$ cat src/rtl/tmr_irq_pkg.sv
package tmr_irq_pkg;

    // Number of timers served and register width.
    localparam int TMR_COUNT  = 5;
    localparam int REG_WIDTH  = 32;

    // Field placement inside the register.
    localparam int EN_LSB     = 0;
    localparam int PEND_LSB   = TMR_COUNT;
    localparam int USED_BITS  = 2 * TMR_COUNT;
    localparam int SPARE_BITS = REG_WIDTH - USED_BITS;

    typedef logic [TMR_COUNT-1:0] tmr_vec_t;

    // Decoded view of one write cycle.
    typedef struct packed {
        logic     valid;
        tmr_vec_t new_mask;
        tmr_vec_t clr_mask;
    } wr_req_t;

    // Register contents as held in flops.
    typedef struct packed {
        tmr_vec_t pend;
        tmr_vec_t en;
    } irq_state_t;

    function automatic wr_req_t decode_write(input logic strobe,
                                             input logic [REG_WIDTH-1:0] word);
        wr_req_t r;
        r.valid    = strobe;
        r.new_mask = word[EN_LSB +: TMR_COUNT];
        r.clr_mask = strobe ? word[PEND_LSB +: TMR_COUNT] : '0;
        return r;
    endfunction

    function automatic logic [REG_WIDTH-1:0] pack_state(input irq_state_t s);
        logic [REG_WIDTH-1:0] w;
        w = '0;
        w[EN_LSB +: TMR_COUNT]   = s.en;
        w[PEND_LSB +: TMR_COUNT] = s.pend;
        return w;
    endfunction

endpackage

$ cat src/rtl/tmr_irq_enable.sv
module tmr_irq_enable #(
    parameter int N = 5
) (
    input  logic         clk,
    input  logic         rst,
    input  logic         load,
    input  logic [N-1:0] mask_in,
    output logic [N-1:0] mask_q
);

    always_ff @(posedge clk) begin
        if (rst) begin
            mask_q <= '0;
        end else if (load) begin
            mask_q <= mask_in;
        end
    end

endmodule

$ cat src/rtl/tmr_irq_pend_bit.sv
module tmr_irq_pend_bit (
    input  logic clk,
    input  logic rst,
    input  logic set_evt,
    input  logic clr_req,
    output logic pend_q
);

    // Set has priority over a clear in the same cycle.
    logic pend_d;

    always_comb begin
        pend_d = pend_q;
        if (clr_req) begin
            pend_d = 1'b0;
        end
        if (set_evt) begin
            pend_d = 1'b1;
        end
    end

    always_ff @(posedge clk) begin
        if (rst) begin
            pend_q <= 1'b0;
        end else begin
            pend_q <= pend_d;
        end
    end

endmodule

$ cat src/rtl/tmr_irq_line.sv
module tmr_irq_line #(
    parameter int N = 5
) (
    input  logic         clk,
    input  logic         rst,
    input  logic [N-1:0] pend,
    input  logic [N-1:0] en,
    output logic [N-1:0] line_q
);

    always_ff @(posedge clk) begin
        if (rst) begin
            line_q <= '0;
        end else begin
            line_q <= pend & en;
        end
    end

endmodule

$ cat src/rtl/tmr_irq_ctrl.sv
module tmr_irq_ctrl
    import tmr_irq_pkg::*;
(
    input  logic                 clk,
    input  logic                 rst,
    input  logic                 wr_en,
    input  logic [REG_WIDTH-1:0] wr_data,
    input  logic [TMR_COUNT-1:0] expire,
    output logic [REG_WIDTH-1:0] rd_data,
    output logic [TMR_COUNT-1:0] irq
);

    wr_req_t    req;
    irq_state_t state;

    always_comb begin
        req = decode_write(wr_en, wr_data);
    end

    tmr_irq_enable #(.N(TMR_COUNT)) u_enable (
        .clk     (clk),
        .rst     (rst),
        .load    (req.valid),
        .mask_in (req.new_mask),
        .mask_q  (state.en)
    );

    for (genvar g = 0; g < TMR_COUNT; g++) begin : g_pend
        tmr_irq_pend_bit u_bit (
            .clk     (clk),
            .rst     (rst),
            .set_evt (expire[g]),
            .clr_req (req.clr_mask[g]),
            .pend_q  (state.pend[g])
        );
    end

    tmr_irq_line #(.N(TMR_COUNT)) u_line (
        .clk    (clk),
        .rst    (rst),
        .pend   (state.pend),
        .en     (state.en),
        .line_q (irq)
    );

    always_comb begin
        rd_data = pack_state(state);
    end

endmodule

$ cat config.mk
export PLATFORM = sky130hd
export DESIGN_NAME = tmr_irq_ctrl
export DESIGN_NICKNAME = d
export VERILOG_FILES = /design/src/rtl/tmr_irq_pkg.sv /design/src/rtl/tmr_irq_enable.sv /design/src/rtl/tmr_irq_pend_bit.sv /design/src/rtl/tmr_irq_line.sv /design/src/rtl/tmr_irq_ctrl.sv
export SDC_FILE = /design/constraint.sdc
export NUM_CORES = 1
export LEC_CHECK = 0
export BUFFER_PORTS_ARGS = -buffer_cell sky130_fd_sc_hd__buf_4
export CORE_MARGIN = 3
export CORE_UTILIZATION = 36
export DETAILED_ROUTE_END_ITERATION = 10
export GPL_TIMING_DRIVEN = 0
export PLACE_DENSITY = 0.83
export RECOVER_POWER = 25
export SYNTH_ARGS = -nofsm -noshare
export SYNTH_HDL_FRONTEND = slang
export SYNTH_SLANG_ARGS = --single-unit
$ cat constraint.sdc
create_clock -name clk -period 1 [get_ports clk]
set_input_delay 0.2 -clock clk [delete_from_list [all_inputs] [get_ports clk]]
set_output_delay 0.2 -clock clk [all_outputs]
set_load 0.05 [all_outputs]
==> out/summary.log <==
[run_status] status completed
[sta] Peak Freq 1.01 GHz
[placed_design] placed instance count 157
[grt] vias in the first global route 623
[logic_synthesis] Synth top area share 42.3%
[floorplan] placeable core region 1800 sq um
[pwr] Peak VDD IR 0.000572 V
[cts] H-tree depth 1
[logic_synthesis] gate count after technology mapping 80
[grt] GRT Residual Overflow 0
[grt] total routing resource utilization after global routing 14.0%
[critical_path] endpoint kind of the worst setup timing path primary output
[placed_design] final weighted congestion in routability-driven placement 0.609
[route] post-route antenna net violation count 0
[critical_path] sort of element at the start of the critical path flop
[floorplan] Die Span Y 50.4 um
[grt] met3 demand-to-capacity share in global routing 5.04%
[cts] maximum buffer depth of the clock tree 2
[critical_path] data required time at the worst endpoint 0.80 ns
[grt] layer with the highest usage after global routing met2
[critical_path] category of the critical setup timing path flop to primary output
[critical_path] WP buf/inv 1
[cts] CTS tree yes
[layout] Filler cells 154
[cts] number of buffers inserted during clock tree synthesis 3
[sta] number of hold violations in the final report 0
[layout] most common cell after layout, fill and taps aside sky130_fd_sc_hd__buf_4
[logic_synthesis] library cell occupying the most area in the post-synthesis netlist sky130_fd_sc_hd__dfxtp_1
[critical_path] origin of the worst setup path u_enable.mask_q[4]
[route] DR DRC count 0
[layout] share of post-route cells with drive strength above 1 57.6%
[layout] Area growth, synth to finish 70.6%
[route] total length of routed wires 1.76 mm
[sta] Final Max Slew Viols 0
[logic_synthesis] Synth Area per Inst 8.88 sq um
[sta] period utilisation layout 99.0%
[grt] first-pass GRT wire length 2.72 mm
[layout] area taken by flip-flops and latches 320 sq um
[logic_synthesis] post-synthesis sequential element count 15
[logic_synthesis] post-synth cell types 10
[pwr] power density over the cells 1320 nW/um^2
[critical_path] critical path's largest stage delay 0.37 ns
[cts] cts-stage hold buffer count 0
[layout] post-route non-filler standard cell count 164
[critical_path] Slowest-stage cell, CP sky130_fd_sc_hd__dfxtp_2
[route] vias per cell 3.83
[floorplan] Site Rows 15
[floorplan] width of the chip 50.4 um
[layout] multi-input gate area in the final layout 251 sq um
[cts] Worst-path clk slew 0.09 ns
[cts] sinks on the clock net 15
[grt] met1 Usage GRT 12.9%
[sta] setup repair after global routing missed its margin yes
[route] Vias 628
[grt] maximum number of pins on one net before global-route repair 11
[sta] Clock Skew 0.00467 ns
[grt] met2 track demand over resource in global routing 28.7%
[floorplan] Starting Density 39.4%
[sta] minimum clock period after layout 0.990 ns
[sta] Hold Slack 0.111 ns
[critical_path] CP Data Arrival Time 0.79 ns
[sta] Setup violations, final 0
[floorplan] Total Die Area 2540 sq um
[grt] antenna violations before repair 0
[sta] total negative slack for setup checks 0 ns
[logic_synthesis] sequential area share after synthesis 42.3%
[layout] Final nets 180
[route] DRT Pass-1 Iters 4
[layout] commonest non-fill, non-tap cells in the layout sky130_fd_sc_hd__buf_4 (47), sky130_fd_sc_hd__conb_1 (22), sky130_fd_sc_hd__nor2_1 (15)
[hold_path] type of the most critical hold path primary input to flop
[logic_synthesis] mapped cell area 711 sq um
[cts] CTS root buffer sky130_fd_sc_hd__clkbuf_4
[hold_path] beginning of the worst hold path wr_data[7]
[layout] final antenna diode count 0
[placed_design] IO Port Bufs 31
[floorplan] I/O pin total 77
[route] drt wl/cell 10.7 um
[pwr] static leakage 0.661 nW
[placed_design] HPWL reported at the end of detailed placement 1.30 mm
[cts] clock latency of the later-clocked register in the worst-skew pair 0.27 ns
[critical_path] maximum net fanout on the critical path 3
[route] violation count after the first detailed-routing iteration 1
[critical_path] crit-path leading delay family flip-flops
[pwr] overall power after layout 1.60 mW
[logic_synthesis] top post-synthesis cells by area sky130_fd_sc_hd__dfxtp_1 (42%), sky130_fd_sc_hd__buf_4 (29%), sky130_fd_sc_hd__nor2_1 (7.9%), sky130_fd_sc_hd__mux2i_1 (7.0%), sky130_fd_sc_hd__a311oi_1 (6.2%)
[logic_synthesis] yosys synthesis warning count 0
[flow_run] Maximum Capacitance Violations 0
[critical_path] crit path cell chain buf_8
[critical_path] launch point of the worst reg-to-reg path g_pend[0].u_bit.pend_q
-- worst paths after layout --
path / endpoint / slack, ns / cells after the start
max: rd_data[4] / 0.01 / 1
min: g_pend[2].u_bit.pend_q / 0.11 / 2
max reg2reg: g_pend[0].u_bit.pend_q / 0.13 / 3
min reg2reg: u_line.line_q[4] / 0.47 / 2
-- where the power goes --
| group | internal, mW | switching (mW) |
|---|---|---|
| registers | 0.633 | 0.0265 |
| logic | 0.230 | 0.372 |
| clock network | 0.154 | 0.183 |
-- worst register-to-register path, stage by stage (launching register included) --
cell	delay, ns
sky130_fd_sc_hd__dfxtp_2	0.35
sky130_fd_sc_hd__buf_4	0.11
sky130_fd_sc_hd__nor2_1	0.05
sky130_fd_sc_hd__a311oi_1	0.25
-- synth_stat cells --
cell type	count
sky130_fd_sc_hd__buf_6	1
sky130_fd_sc_hd__inv_1	5
sky130_fd_sc_hd__a311oi_1	5
sky130_fd_sc_hd__buf_2	1
sky130_fd_sc_hd__buf_4	27
sky130_fd_sc_hd__nor2_1	15
sky130_fd_sc_hd__conb_1	1
sky130_fd_sc_hd__mux2i_1	5
sky130_fd_sc_hd__dfxtp_1	15
sky130_fd_sc_hd__nand2_1	5
-- cell type report --
| class | instances | area share [%] |
|---|---|---|
| multi-input cells | 52 | 20.7 |
| plain buffers | 24 | 15.0 |
| well taps | 25 | 2.58 |
| clock buffers | 4 | 2.17 |
| inverters | 5 | 1.55 |
| repair buffers | 39 | 31.6 |
| flip-flops and latches | 15 | 26.4 |
-- registers in the layout, indices dropped and copies added (netlist names) --
name,cells
g_pend.u_bit.pend_q,5
u_enable.mask_q,5
u_line.line_q,5
-- metrics by stage --
step	cell area (sq um)	util [%]	worst slack, ns
CTS	1150	63.7	0.00396
global route	1210	67.3	-0.0272
detailed placement	1050	58.5	0.159
floorplan	790	-	0.0995
finish	1210	67.3	0.0101
global placement	1050	58.5	0.175
-- logic make-up (layout without fill, tap and decap cells) --
logic type | after synthesis | count (layout) | share of synthesized area (%)
AO/OA/AOI/OAI | 5 | 5 | 6.16
buffers and inverters | 34 | 72 | 33.4
flip-flops | 15 | 15 | 42.3
multiplexers | 5 | 5 | 7.04
other | 1 | 22 | 0.528
AND/OR/NAND/NOR | 20 | 20 | 10.6
-- per-layer routing --
metal  up-vias  part of all wire [%]
li1        324                     -
met1       273                    35
met2        31                    55
met3         0                   9.8
met4         0                     0
met5         -                     0
-- repair_timing --
| item | CTS | global route |
|---|---|---|
| endpoints found under the hold margin | 0 | 0 |
| setup buffers | 5 | 3 |
| gates resized for setup | 25 | 14 |
| gates cloned | 0 | 0 |
| endpoints found under the setup margin | 10 | 14 |
No activity file was read; power rests on OpenSTA's default activity.
